===== src/rtl/mpu_inval_pkg.sv =====
package mpu_inval_pkg;

    localparam logic [15:0] OFS_FLUSH_ALL = 16'h1000;
    localparam logic [15:0] OFS_FLUSH_RNG = 16'h1020;
    localparam logic [15:0] OFS_PN_FIRST  = 16'h1024;
    localparam logic [15:0] OFS_PN_LAST   = 16'h1028;

    localparam int CMD_BIT  = 0;
    localparam int BUSY_BIT = 1;

    typedef enum logic [1:0] {
        CMD_NONE  = 2'd0,
        CMD_ALL   = 2'd1,
        CMD_RANGE = 2'd2
    } inval_cmd_e;

endpackage


===== src/rtl/mpu_inval_decode.sv =====
module mpu_inval_decode
    import mpu_inval_pkg::*;
#(
    parameter int AW = 16,
    parameter int DW = 32,
    parameter int PW = 20
) (
    input  logic          clk,
    input  logic          rst_n,
    input  logic          bus_vld,
    input  logic          bus_wr,
    input  logic [AW-1:0] bus_addr,
    input  logic [DW-1:0] bus_wdata,
    input  logic          busy,
    output logic [DW-1:0] bus_rdata,
    output logic          bus_rvld,
    output logic [PW-1:0] pn_first,
    output logic [PW-1:0] pn_last,
    output inval_cmd_e    cmd
);

    localparam int PADW = DW - PW;

    typedef struct packed {
        logic [PW-1:0] first;
        logic [PW-1:0] last;
        logic [DW-1:0] rdata;
        logic          rvld;
    } dec_state_t;

    dec_state_t st_d, st_q;

    logic hit_all, hit_rng, hit_first, hit_last;
    logic wr_en, rd_en;
    logic [DW-1:0] status_word;
    logic unused_wdata_hi;

    assign unused_wdata_hi = ^bus_wdata[DW-1:PW];

    always_comb begin
        hit_all   = (bus_addr == AW'(OFS_FLUSH_ALL));
        hit_rng   = (bus_addr == AW'(OFS_FLUSH_RNG));
        hit_first = (bus_addr == AW'(OFS_PN_FIRST));
        hit_last  = (bus_addr == AW'(OFS_PN_LAST));
        wr_en     = bus_vld && bus_wr;
        rd_en     = bus_vld && !bus_wr;

        status_word           = '0;
        status_word[BUSY_BIT] = busy;

        cmd = CMD_NONE;
        if (wr_en && bus_wdata[CMD_BIT]) begin
            if (hit_all) begin
                cmd = CMD_ALL;
            end else if (hit_rng) begin
                cmd = CMD_RANGE;
            end
        end

        st_d      = st_q;
        st_d.rvld = rd_en;
        if (wr_en && hit_first) begin
            st_d.first = bus_wdata[PW-1:0];
        end
        if (wr_en && hit_last) begin
            st_d.last = bus_wdata[PW-1:0];
        end
        if (rd_en) begin
            if (hit_all || hit_rng) begin
                st_d.rdata = status_word;
            end else if (hit_first) begin
                st_d.rdata = {{PADW{1'b0}}, st_q.first};
            end else if (hit_last) begin
                st_d.rdata = {{PADW{1'b0}}, st_q.last};
            end else begin
                st_d.rdata = '0;
            end
        end
    end

    always_ff @(posedge clk or negedge rst_n) begin
        if (!rst_n) begin
            st_q <= '0;
        end else begin
            st_q <= st_d;
        end
    end

    assign pn_first  = st_q.first;
    assign pn_last   = st_q.last;
    assign bus_rdata = st_q.rdata;
    assign bus_rvld  = st_q.rvld;

endmodule


===== src/rtl/mpu_inval_seq.sv =====
module mpu_inval_seq
    import mpu_inval_pkg::*;
#(
    parameter int PW = 20
) (
    input  logic          clk,
    input  logic          rst_n,
    input  inval_cmd_e    cmd,
    input  logic [PW-1:0] pn_first,
    input  logic [PW-1:0] pn_last,
    input  logic          ack,
    output logic          flush_all,
    output logic          flush_rng,
    output logic [PW-1:0] pn_lo,
    output logic [PW-1:0] pn_hi,
    output logic          busy
);

    typedef struct packed {
        logic          busy;
        logic          all;
        logic          rng;
        logic [PW-1:0] lo;
        logic [PW-1:0] hi;
    } seq_state_t;

    seq_state_t st_d, st_q;
    logic range_ok;

    always_comb begin
        range_ok = (pn_first <= pn_last);

        st_d     = st_q;
        st_d.all = 1'b0;
        st_d.rng = 1'b0;

        if (st_q.busy) begin
            if (ack) begin
                st_d.busy = 1'b0;
            end
        end else begin
            unique case (cmd)
                CMD_ALL: begin
                    st_d.all  = 1'b1;
                    st_d.busy = 1'b1;
                end
                CMD_RANGE: begin
                    if (range_ok) begin
                        st_d.rng  = 1'b1;
                        st_d.busy = 1'b1;
                        st_d.lo   = pn_first;
                        st_d.hi   = pn_last;
                    end
                end
                default: begin
                end
            endcase
        end
    end

    always_ff @(posedge clk or negedge rst_n) begin
        if (!rst_n) begin
            st_q <= '0;
        end else begin
            st_q <= st_d;
        end
    end

    assign flush_all = st_q.all;
    assign flush_rng = st_q.rng;
    assign pn_lo     = st_q.lo;
    assign pn_hi     = st_q.hi;
    assign busy      = st_q.busy;

endmodule


===== src/rtl/mpu_inval_regs.sv =====
module mpu_inval_regs
    import mpu_inval_pkg::*;
#(
    parameter int AW = 16,
    parameter int DW = 32,
    parameter int PW = 20
) (
    input  logic          clk,
    input  logic          rst_n,
    input  logic          bus_vld,
    input  logic          bus_wr,
    input  logic [AW-1:0] bus_addr,
    input  logic [DW-1:0] bus_wdata,
    output logic [DW-1:0] bus_rdata,
    output logic          bus_rvld,
    output logic          cache_flush_all,
    output logic          cache_flush_rng,
    output logic [PW-1:0] cache_pn_lo,
    output logic [PW-1:0] cache_pn_hi,
    input  logic          cache_ack
);

    logic          busy;
    logic [PW-1:0] pn_first;
    logic [PW-1:0] pn_last;
    inval_cmd_e    cmd;

    mpu_inval_decode #(.AW(AW), .DW(DW), .PW(PW)) u_decode (
        .clk       (clk),
        .rst_n     (rst_n),
        .bus_vld   (bus_vld),
        .bus_wr    (bus_wr),
        .bus_addr  (bus_addr),
        .bus_wdata (bus_wdata),
        .busy      (busy),
        .bus_rdata (bus_rdata),
        .bus_rvld  (bus_rvld),
        .pn_first  (pn_first),
        .pn_last   (pn_last),
        .cmd       (cmd)
    );

    mpu_inval_seq #(.PW(PW)) u_seq (
        .clk       (clk),
        .rst_n     (rst_n),
        .cmd       (cmd),
        .pn_first  (pn_first),
        .pn_last   (pn_last),
        .ack       (cache_ack),
        .flush_all (cache_flush_all),
        .flush_rng (cache_flush_rng),
        .pn_lo     (cache_pn_lo),
        .pn_hi     (cache_pn_hi),
        .busy      (busy)
    );

endmodule


===== config.mk =====
export PLATFORM = sky130hd
export DESIGN_NAME = mpu_inval_regs
export DESIGN_NICKNAME = d
export VERILOG_FILES = /design/src/rtl/mpu_inval_pkg.sv /design/src/rtl/mpu_inval_decode.sv /design/src/rtl/mpu_inval_seq.sv /design/src/rtl/mpu_inval_regs.sv
export SDC_FILE = /design/constraint.sdc
export NUM_CORES = 1
export LEC_CHECK = 0
export BUFFER_PORTS_ARGS = -buffer_cell sky130_fd_sc_hd__buf_2
export CELL_PAD_IN_SITES_DETAIL_PLACEMENT = 1
export CELL_PAD_IN_SITES_GLOBAL_PLACEMENT = 1
export CORE_MARGIN = 1
export CORE_UTILIZATION = 35
export DETAILED_ROUTE_END_ITERATION = 10
export PLACE_DENSITY_LB_ADDON = 0.2
export SYNTH_ARGS = -nofsm -noshare
export SYNTH_HDL_FRONTEND = slang
export SYNTH_SLANG_ARGS = --single-unit

===== constraint.sdc =====
create_clock -name clk -period 4.5 [get_ports clk]
set_input_delay 0.675 -clock clk [delete_from_list [all_inputs] [get_ports clk]]
set_output_delay 0.675 -clock clk [all_outputs]
set_load 0.05 [all_outputs]

==> impl_results.md, run 1 <==
- Worst slew pin tran: 1.03 ns
- Cts hold-fix bufs: 0
- Clock Latency Late Sink: 0.35 ns
- Count of distinct cell types in the synthesized netlist: 36
- Overall Power: 0.00178 W
- Mapped Cells: 391
- Max-cap violations: 0
- Cell Rows: 42
- Hold Crit Class: register to register
- Tot GR Track Use: 17.3%
- Nets@finish: 565
- Final hold slack: 0.481 ns
- Iter 0 DRT Violations: 142
- CP max FO: 41
- Crit path cell chain: inv_1 -> ha_1 -> nand4_1 -> a2111oi_0 -> a2111oi_2 -> a31oi_4 -> buf_4 -> mux2_1
- Post-Syn Area: 0.00480 mm2
- Clk_skew: 0.0124 ns
- Starting Density: 36.1%
- Largest net degree at the start of global routing: 80
- Final Util: 43.1%
- Vias per inst: 4.85
- Fin. max-slew vios: 0
- Worst slew margin relative to its limit: 31.4%
- CTS buffer count: 9
- Die area: 0.0142 mm2
- Initial antenna violation count: 0
- CTS Sinks: 104
- Vias in the first global route: 3512
- Seq cells post-synth: 104
- Period utilisation layout: 76.0%
- Final worst setup slack: 1.08 ns
- Reg clk slew, reported paths: 0.07 ns
- Power Density: 311 mW/mm2
- Root Buffer Master: clkbuf_16
- Ys async rst share: 100%
- Pre-antenna DRT Iters: 4
- Placer Congestion: 0.717
- H-tree depth: 3
- Startpoint types: register
- Core area: 0.0133 mm2
- Crit path time final: 3.42 ns
- Setup Viol. Count Final: 0
- PostCTS Resize Cnt: 0
- Worst vdd ir: 0.136 mV
- Status: finished, final reports clean
- Pre-CTS WS: 1.08 ns
- Global-route wire length before repair: 18.8 mm
- Fmax: 292 MHz
- Ys flop type: dfrtp_1
- Number of flops mapped to enable cells by yosys: 0
- Die height: 119 um
- Grt ovf: 0
- Critical path type: register to register
- Die Width: 119 um
- N_diodes: 0
- CTS tree: built
- CP Data Arrival Time: 3.64 ns
- Layout cells sized above 1: 33.6%
- RSZ-0062 raised after global routing: no
- ANT nets after route: 0
- Vias: 3266
- Sequential area share after synthesis: 54.2%
- Drt total wl: 11.2 mm
- HPWL after detailed placement: 7.61 mm
- Slowest Stage Delay on Critical Path: 0.87 ns
- DRC: 0
- Port-buffer cells: 103
- Syn avg cell area: 12.3 um2
- Final hold vios: 0
- Slowest cell on crit path: a2111oi_0
- Leakage: 3.20 nW
- Syn. warnings: 0
- Setup Buffers After CTS: 0
- Max Root-Sink Buffers: 2
- Synth-to-Final Area Change: 19.4%
- Final TNS setup: 0 ns
- Ports: 128
- WL/cell: 16.7 um
- Crit end category: register
- WP data required: 4.73 ns
==> where the power goes <==
group	switching, W	total, W	internal (W)
registers	0.000000825	0.000937	0.000936
clock network	0.000340	0.000761	0.000421
logic	0.0000660	0.0000834	0.0000174
total	0.000407	0.00178	0.00137
==> worst max-delay path, delay by kind of cell, from the launching register on <==
family                   cells  cell delay, ns
multiplexers                 1            0.38
AND/OR/NAND/NOR              1            0.25
buffers and inverters        2            0.72
adder cells (fa/ha/maj)      1            0.32
AO/OA/AOI/OAI                3            1.20
flip-flops                   1            0.40
==> through the flow <==
stage / std cells / area (um2)
floorplan: 402 / 4840
global placement: 657 / 5450
detailed placement: 657 / 5450
CTS: 673 / 5730
global route: 673 / 5730
finish: 673 / 5730
==> placed cells by master (no fill, tap or decap), types with 2 or more instances in the layout <==
cell type  Yosys  final
dfrtp_1      104    104
buf_2          4    102
nand2_1       46     46
o21ai_1       39     39
mux2_4        35     35
mux2_1        25     25
inv_1         23     23
ha_1          20     20
a22oi_1       19     19
conb_1         1     12
a21oi_1        9      9
clkbuf_16      0      9
buf_4         12      7
a21o_1         5      5
nor2_1         6      4
nand4_1        4      4
nor4_1         3      3
nand3_1        3      3
clkbuf_8       0      3
nand2b_2       1      2
nand4b_1       2      2
nor2_2         0      2
clkbuf_1      10      2
==> kinds of logic after synthesis <==
| group | after synthesis | share of synthesized area, % |
|---|---|---|
| buf+inv | 53 | 5.81 |
| mux | 60 | 16.8 |
| simple gates | 74 | 7.56 |
| compound gates | 79 | 10.3 |
| fa+ha+maj | 20 | 5.21 |
| flops | 104 | 54.2 |
| other cells | 1 | 0.0781 |
==> synthesized netlist by cell type (2+ instances only) <==
| cell type | number | area (um2) |
|---|---|---|
| o21ai_1 | 39 | 195 |
| nor4_1 | 3 | 18.8 |
| nand4_1 | 4 | 25.0 |
| buf_4 | 12 | 90.1 |
| a21oi_1 | 9 | 45.0 |
| dfrtp_1 | 104 | 2600 |
| buf_6 | 4 | 45.0 |
| nand3_1 | 3 | 15.0 |
| clkbuf_1 | 10 | 37.5 |
| nor2_1 | 6 | 22.5 |
| nand2b_1 | 2 | 12.5 |
| inv_1 | 23 | 86.3 |
| a21o_1 | 5 | 37.5 |
| ha_1 | 20 | 250 |
| nand2_1 | 46 | 173 |
| a22oi_1 | 19 | 143 |
| mux2_4 | 35 | 526 |
| mux2_1 | 25 | 282 |
| buf_2 | 4 | 20.0 |
| nand4b_1 | 2 | 17.5 |
==> flip-flops by register name (all words and copies together) (netlist names) <==
name	cells
u_decode.bus_rdata	20
u_decode.bus_rvld	1
u_decode.pn_first	20
u_decode.pn_last	20
u_seq.busy	1
u_seq.flush_all	1
u_seq.flush_rng	1
u_seq.pn_hi	20
u_seq.pn_lo	20
==> final cells by class <==
type	instances	area (um2)
Clock inverter	2	12.5
Sequential cell	104	2600
Timing Repair Buffer	109	563
Clock buffer	14	274
Tap cell	176	220
Fill cell	1449	7560
Inverter	23	86.3
Multi-Input combinational cell	245	1980
==> final timing paths <==
kind | cells past startpoint | endpoint | from | slack [ns]
max | 8 | u_seq.pn_lo[10]$_DFFE_PN0P_ | u_decode.pn_last[19]$_DFFE_PN0P_ | 1.08
min | 2 | u_decode.bus_rdata[17]$_DFFE_PN0P_ | u_decode.bus_rdata[17]$_DFFE_PN0P_ | 0.48
max reg2reg | 8 | u_seq.pn_lo[10]$_DFFE_PN0P_ | u_decode.pn_last[19]$_DFFE_PN0P_ | 1.08
min reg2reg | 2 | u_decode.bus_rdata[17]$_DFFE_PN0P_ | u_decode.bus_rdata[17]$_DFFE_PN0P_ | 0.48
max in group asynchronous | 2 | u_decode.bus_rdata[12]$_DFFE_PN0P_ | rst_n | 3.06
min in group asynchronous | 1 | u_seq.pn_hi[2]$_DFFE_PN0P_ | rst_n | 0.49
==> routing by layer <==
metal	track usage [%]	share of wire [%]
met1	23.5	48
met2	27.5	47
met3	2.73	3.8
met4	6.65	1.7
met5	0	0
Note: power is estimated with default switching activity, not from simulation.
==> run 2, diff against run 1 <==
==> constraint.sdc (replaced) <==
create_clock -name clk -period 3.6 [get_ports clk]
set_input_delay 0.54 -clock clk [delete_from_list [all_inputs] [get_ports clk]]
set_output_delay 0.54 -clock clk [all_outputs]
set_load 0.05 [all_outputs]
==> run 2 against run 1 <==
Clock skew down 0.0024 ns. Combinational power up 24%. Count of clock-buffer cells in the layout unchanged. Power up 28%. Largest cell class unchanged. Largest power group unchanged. Highest routed layer unchanged.
==> impl_results.md, run 2 (same netlist as run 1, synthesis figures left out) <==
- Status: finished, final reports clean
- Most frequent cells in the layout: dfrtp_1, buf_2, nand2_1
- CTS buffer count: 9 (unchanged)
- Reg clk slew, reported paths: 0.07 ns (about the same)
- Root Buffer Master: clkbuf_16
- H-tree depth: 3 (unchanged)
- Tot GR Track Use: 17.3% (+0.082 points)
- Period utilisation layout: 79.7% (+3.8 points)
- Iter 0 DRT Violations: 147 (+3.5%)
- Vias: 3268 (+0.061%)
- Worst setup path endpoint: u_seq.pn_lo[10]$_DFFE_PN0P_
- N_diodes: 0 (unchanged)
- Crit path time final: 2.87 ns (-0.548 ns)
- Worst setup path startpoint: u_decode.pn_last[19]$_DFFE_PN0P_
- Worst slew pin tran: 1.12 ns (+0.0891 ns)
- Fin. max-slew vios: 0 (unchanged)
- Startpoint types: register
- Die Width: 119 um (unchanged)
- Crit Reg-Reg Startpoint: u_decode.pn_last[19]$_DFFE_PN0P_
- HPWL after detailed placement: 7.76 mm (+2.0%)
- Core area: 0.0133 mm2 (unchanged)
- Final hold slack: 0.403 ns (-0.0785 ns)
- Final hold vios: 0 (unchanged)
- RSZ-0062 raised after global routing: no
- Initial antenna violation count: 0 (unchanged)
- Ports: 128 (unchanged)
- Final TNS setup: 0 ns (unchanged)
- Setup Viol. Count Final: 0 (unchanged)
- Worst R2R End: u_seq.pn_lo[10]$_DFFE_PN0P_
- Setup Buffers After CTS: 0 (unchanged)
- Commonest non-fill, non-tap cell in the layout: dfrtp_1
- WL/cell: 16.8 um (+0.50%)
- Max-cap violations: 0 (unchanged)
- Clk_skew: 0.00999 ns (-0.00243 ns)
- Worst vdd ir: 0.165 mV (+21%)
- ANT nets after route: 0 (unchanged)
- Drt total wl: 11.3 mm (+0.80%)
- Die area: 0.0142 mm2 (unchanged)
- CTS Sinks: 104 (unchanged)
- Fmax: 348 MHz (+19%)
- DRC: 0 (unchanged)
- Hold Crit Class: input port to asynchronous set/reset pin
- Max Root-Sink Buffers: 2 (unchanged)
- Layout cells sized above 1: 33.7% (+0.066 points)
- CTS tree: built
- Final non-filler cell total: 675 (+0.30%)
- CP Data Arrival Time: 3.09 ns (-0.55 ns)
- R2r setup slk: 0.73 ns (-0.35 ns)
- PostCTS Resize Cnt: 0 (unchanged)
- Final Util: 43.5% (+0.32 points)
- Final worst setup slack: 0.729 ns (-0.352 ns)
- Leakage: 3.22 nW (+0.64%)
- Vias in the first global route: 3522 (+0.28%)
- WP data required: 3.82 ns (-0.91 ns)
- Pre-antenna DRT Iters: 4 (unchanged)
- Port-buffer cells: 103 (unchanged)
- Largest net degree at the start of global routing: 87 (+8.8%)
- Nets@finish: 567 (+0.35%)
- Worst r2r path cells: 8 (unchanged)
- Synth-to-Final Area Change: 20.3%
- Global-route wire length before repair: 18.7 mm (-0.55%)
- Starting Density: 36.1% (unchanged)
- Crit end category: register
- CP max FO: 32 (-22%)
- Die height: 119 um (unchanged)
- Placed Cells: 659 (+0.30%)
- Critical path type: register to register
- Cts hold-fix bufs: 0 (unchanged)
- Grt ovf: 0 (unchanged)
- Power Density: 393 mW/mm2 (+27%)
- Clock Latency Late Sink: 0.35 ns (about the same)
- Cell Rows: 42 (unchanged)
- Pre-CTS WS: 0.824 ns (-0.254 ns)
- Placer Congestion: 0.765 (+6.7%)
- Vias per inst: 4.84 (-0.24%)
- Worst slew margin relative to its limit: 25.5% (-5.9 points)
[run 2: cell types whose count changed in the layout (fill, tap and decap cells not counted)]
| cell | delta |
|---|---|
| buf_12 | +1 |
| buf_4 | +1 |
| bufinv_16 | +1 |
| clkbuf_1 | +1 |
| clkbuf_8 | -1 |
| clkinv_2 | -1 |
[run 2: worst min-delay path by stage]
| stage | cells after the start | end | slack (ns) | from |
|---|---|---|---|---|
| after floorplan | 0 | u_decode.bus_rdata[0]$_DFFE_PN0P_ | 0.24 | rst_n |
| after global placement | 2 | u_decode.bus_rdata[2]$_DFFE_PN0P_ | 0.47 | u_decode.bus_rdata[2]$_DFFE_PN0P_ |
| after detailed placement | 2 | u_decode.bus_rdata[8]$_DFFE_PN0P_ | 0.47 | u_decode.bus_rdata[8]$_DFFE_PN0P_ |
| after CTS | 3 | u_decode.pn_last[11]$_DFFE_PN0P_ | 0.41 | bus_wdata[11] |
| after global routing | 3 | u_decode.pn_last[5]$_DFFE_PN0P_ | 0.43 | bus_wdata[5] |
| final | 1 | u_seq.pn_lo[2]$_DFFE_PN0P_ | 0.40 | rst_n |
[run 2: final cells by class]
| cell class | count | area, um2 |
|---|---|---|
| clock buffer | 14 | 264 |
| fill | 1451 | 7520 |
| inverter | 23 | 86.3 |
| sequential | 104 | 2600 |
| timing repair buffer | 111 | 591 |
| multi-input combinational | 245 | 1980 |
| clock inverter | 2 | 37.5 |
| tap | 176 | 220 |
[run 2: report_power, final]
| group | total (W) | internal (W) | switching, W |
|---|---|---|---|
| Sequential | 0.00117 | 0.00117 | 0.000000838 |
| Clock | 0.000998 | 0.000579 | 0.000419 |
| Combinational | 0.000103 | 0.0000217 | 0.0000817 |
[run 2: stage by stage]
| stage | power (W) | instance area (um2) |
|---|---|---|
| 2_1_floorplan | 0.00125 | 4840 |
| 3_3_place_gp | 0.00130 | 5480 |
| 3_5_place_dp | 0.00130 | 5480 |
| 4_1_cts | 0.00230 | 5780 |
| 5_1_grt | 0.00236 | 5780 |
| 6_report | 0.00227 | 5780 |
[run 2: critical path, cell delays in order, from the launching register on]
cell	delay, ns
dfrtp_1	0.39
inv_1	0.08
ha_1	0.32
nand4_1	0.22
nor4_1	0.60
a21oi_1	0.23
a31oi_4	0.25
buf_12	0.29
mux2_1	0.35
[run 2: metal layers]
layer  track usage [%]  routed length (um)  part of all wire [%]
met1              23.4                5360                    47
met2              27.8                5410                    48
met3              2.97                 400                   3.5
met4              6.65                 162                   1.4
met5                 0                   0                     0
==> run 3, diff against run 2 <==
==> constraint.sdc (replaced) <==
create_clock -name clk -period 2.7 [get_ports clk]
set_input_delay 0.405 -clock clk [delete_from_list [all_inputs] [get_ports clk]]
set_output_delay 0.405 -clock clk [all_outputs]
set_load 0.05 [all_outputs]
==> run 3 against run 2 <==
Die area stayed put. Worst setup slack got worse by 0.59 ns. Cell count grew 1.0%. Wire length is 1.5% higher. Count of clock-buffer cells in the layout down 1. Global-route usage grew 0.22 points. Clock skew is 0.0036 ns lower. Critical path type unchanged. Largest cell class unchanged. Highest routed layer unchanged.
==> impl_results.md, run 3 (same netlist as run 1, synthesis figures left out) <==
- Vias in the first global route: 3633 (+3.2%)
- Tot GR Track Use: 17.6% (+0.22 points)
- Die height: 119 um (unchanged)
- CTS buffer count: 9 (unchanged)
- Nets@finish: 576 (+1.6%)
- Power Density: 493 mW/mm2 (+25%)
- Worst slew pin tran: 0.580 ns (-0.538 ns)
- N_diodes: 0 (unchanged)
- Grt ovf: 0 (unchanged)
- Area after DPL: 0.00554 mm2 (+1.2%)
- Initial antenna violation count: 0 (unchanged)
- Die Width: 119 um (unchanged)
- Crit path time final: 2.56 ns (-0.310 ns)
- Hold Crit Class: input port to asynchronous set/reset pin
- CTS Sinks: 104 (unchanged)
- WP data required: 2.93 ns (-0.89 ns)
- Synth-to-Final Area Change: 22.2%
- Vias: 3325 (+1.7%)
- CP Data Arrival Time: 2.79 ns (-0.30 ns)
- Switch share: 22.8% (+0.67 points)
- Period utilisation layout: 94.9% (+15 points)
- Worst r2r path cells: 10 (+2)
- Cell Rows: 42 (unchanged)
- Routing usage on met2: 27.8% (unchanged)
- Crit end category: register
- Final Util: 44.1% (+0.67 points)
- H-tree depth: 3 (unchanged)
- Layout cells sized above 1: 35.4% (+1.7 points)
- Filler Cell Count: 1462 (+0.76%)
- Drt total wl: 11.5 mm (+1.5%)
- DRC: 0 (unchanged)
- Clk_skew: 0.00635 ns (-0.00363 ns)
- Starting Density: 36.1% (unchanged)
- Max-cap violations: 0 (unchanged)
- Leakage: 3.25 nW (+0.94%)
- Final hold vios: 0 (unchanged)
- CTS tree: built
- Core area: 0.0133 mm2 (unchanged)
- Pre-antenna DRT Iters: 4 (unchanged)
- Met3 usage: 2.97% (unchanged)
- Startpoint types: register
- Logic pwr share: 4.9% (+0.3 points)
- Global-route wire length before repair: 19.2 mm (+2.3%)
- Busiest grt layer: met2
- Clock Latency Late Sink: 0.35 ns (about the same)
- Worst slew margin relative to its limit: 61.3% (+36 points)
- Status: finished, final reports clean
- Port-buffer cells: 103 (unchanged)
- Worst vdd ir: 0.237 mV (+44%)
- Reg clk slew, reported paths: 0.06 ns (about the same)
- Setup Viol. Count Final: 0 (unchanged)
- Fmax: 390 MHz (+12%)
- Post-route cell area: 0.00587 mm2 (+1.5%)
- Placer Congestion: 0.711 (-7.1%)
- Fin. max-slew vios: 0 (unchanged)
- Cts hold-fix bufs: 0 (unchanged)
- Sequential Power Share: 54.0% (+2.5 points)
- Pint: 0.00223 W (+26%)
- Clock Power Share: 41.0% (-2.9 points)
- CP max FO: 9 (-72%)
- Iter 0 DRT Violations: 125 (-15%)
- Largest net degree at the start of global routing: 64 (-26%)
- Max Root-Sink Buffers: 2 (unchanged)
- Commonest non-fill, non-tap cell in the layout: dfrtp_1
- Critical path type: register to register
- Pre-CTS WS: -0.0312 ns (-0.855 ns)
- ANT nets after route: 0 (unchanged)
- HPWL after detailed placement: 8.16 mm (+5.2%)
- WL/cell: 16.9 um (+0.50%)
- Root Buffer Master: clkbuf_16
- Final worst setup slack: 0.139 ns (-0.590 ns)
- Most frequent cells in the layout: dfrtp_1, buf_2, nand2_1
- Vias per inst: 4.88 (+0.70%)
- Die area: 0.0142 mm2 (unchanged)
- Switching pwr: 0.000658 W (+31%)
- Ports: 128 (unchanged)
- M1 GR Usage: 23.7% (+0.37 points)
-- run 3: cell count changes in the layout (fill, tap and decap cells not counted), sizes merged --
cell      previous run  this run
buf                111       120
clkbuf              14        13
bufinv               1         0
clkinv               0         1
clkinvlp             1         0
-- run 3: final timing paths --
| path | startpoint | to | slack [ns] |
|---|---|---|---|
| max | u_decode.pn_last[19]$_DFFE_PN0P_ | u_seq.pn_hi[17]$_DFFE_PN0P_ | 0.14 |
| min | rst_n | u_seq.pn_hi[1]$_DFFE_PN0P_ | 0.05 |
| max reg2reg | u_decode.pn_last[19]$_DFFE_PN0P_ | u_seq.pn_hi[17]$_DFFE_PN0P_ | 0.14 |
| min reg2reg | u_decode.bus_rdata[13]$_DFFE_PN0P_ | u_decode.bus_rdata[13]$_DFFE_PN0P_ | 0.49 |
| max in group asynchronous | rst_n | u_decode.pn_last[9]$_DFFE_PN0P_ | 1.92 |
| min in group clk | bus_wdata[11] | u_decode.pn_last[11]$_DFFE_PN0P_ | 0.28 |
-- run 3: per-stage QoR --
| step | hold WS [ns] | power (W) | cells | setup TNS, ns |
|---|---|---|---|---|
| after global placement | 0.436 | 0.00173 | 666 | 0 |
| after floorplan | 0.109 | 0.00167 | 402 | 0 |
| after detailed placement | 0.448 | 0.00174 | 666 | -0.204 |
| final | 0.0457 | 0.00289 | 682 | 0 |
| after CTS | 0.0651 | 0.00293 | 680 | 0 |
| after global routing | 0.0815 | 0.00300 | 682 | -0.0332 |
-- run 3: metal layers --
| layer | vias up | share of wire [%] | wire [um] |
|---|---|---|---|
| met3 | 12 | 3.4 | 390 |
| met2 | 69 | 48 | 5540 |
| met5 | - | 0 | 0 |
| li1 | 1574 | - | - |
| met4 | 0 | 1.9 | 213 |
| met1 | 1670 | 47 | 5370 |
-- run 3: cell type report --
cell class / count / area, um2 / area share [%]
Sequential cell: 104 / 2600 / 44.4
Multi-Input combinational cell: 245 / 2030 / 34.6
Timing Repair Buffer: 120 / 671 / 11.4
Clock buffer: 13 / 250 / 4.27
Tap cell: 176 / 220 / 3.75
Inverter: 23 / 86.3 / 1.47
Clock inverter: 1 / 5.00 / 0.0853
-- run 3: what timing repair did --
item	4_1_cts	5_1_grt
gates resized for setup	3	4
buffers inserted	0	2
endpoints found under the setup margin	40	40
gates cloned	0	0
pin swaps	0	2
-- run 3: power groups by stage --
stage | logic (W) | clock network [W] | registers [W]
2_1_floorplan | 0.0000664 | 0 | 0.00160
5_1_grt | 0.000157 | 0.00129 | 0.00156
4_1_cts | 0.000146 | 0.00123 | 0.00156
6_report | 0.000143 | 0.00119 | 0.00156
3_5_place_dp | 0.000146 | 0 | 0.00159
3_3_place_gp | 0.000143 | 0 | 0.00159
-- run 3: critical path, cell delays in order (launching register included) --
cell and delay [ns]:
dfrtp_1 0.39, inv_1 0.10, ha_4 0.29, nand4_1 0.08
buf_4 0.17, a2111oi_4 0.33, buf_4 0.19, a2111oi_4 0.04
a31oi_4 0.25, buf_4 0.26, mux2_1 0.34
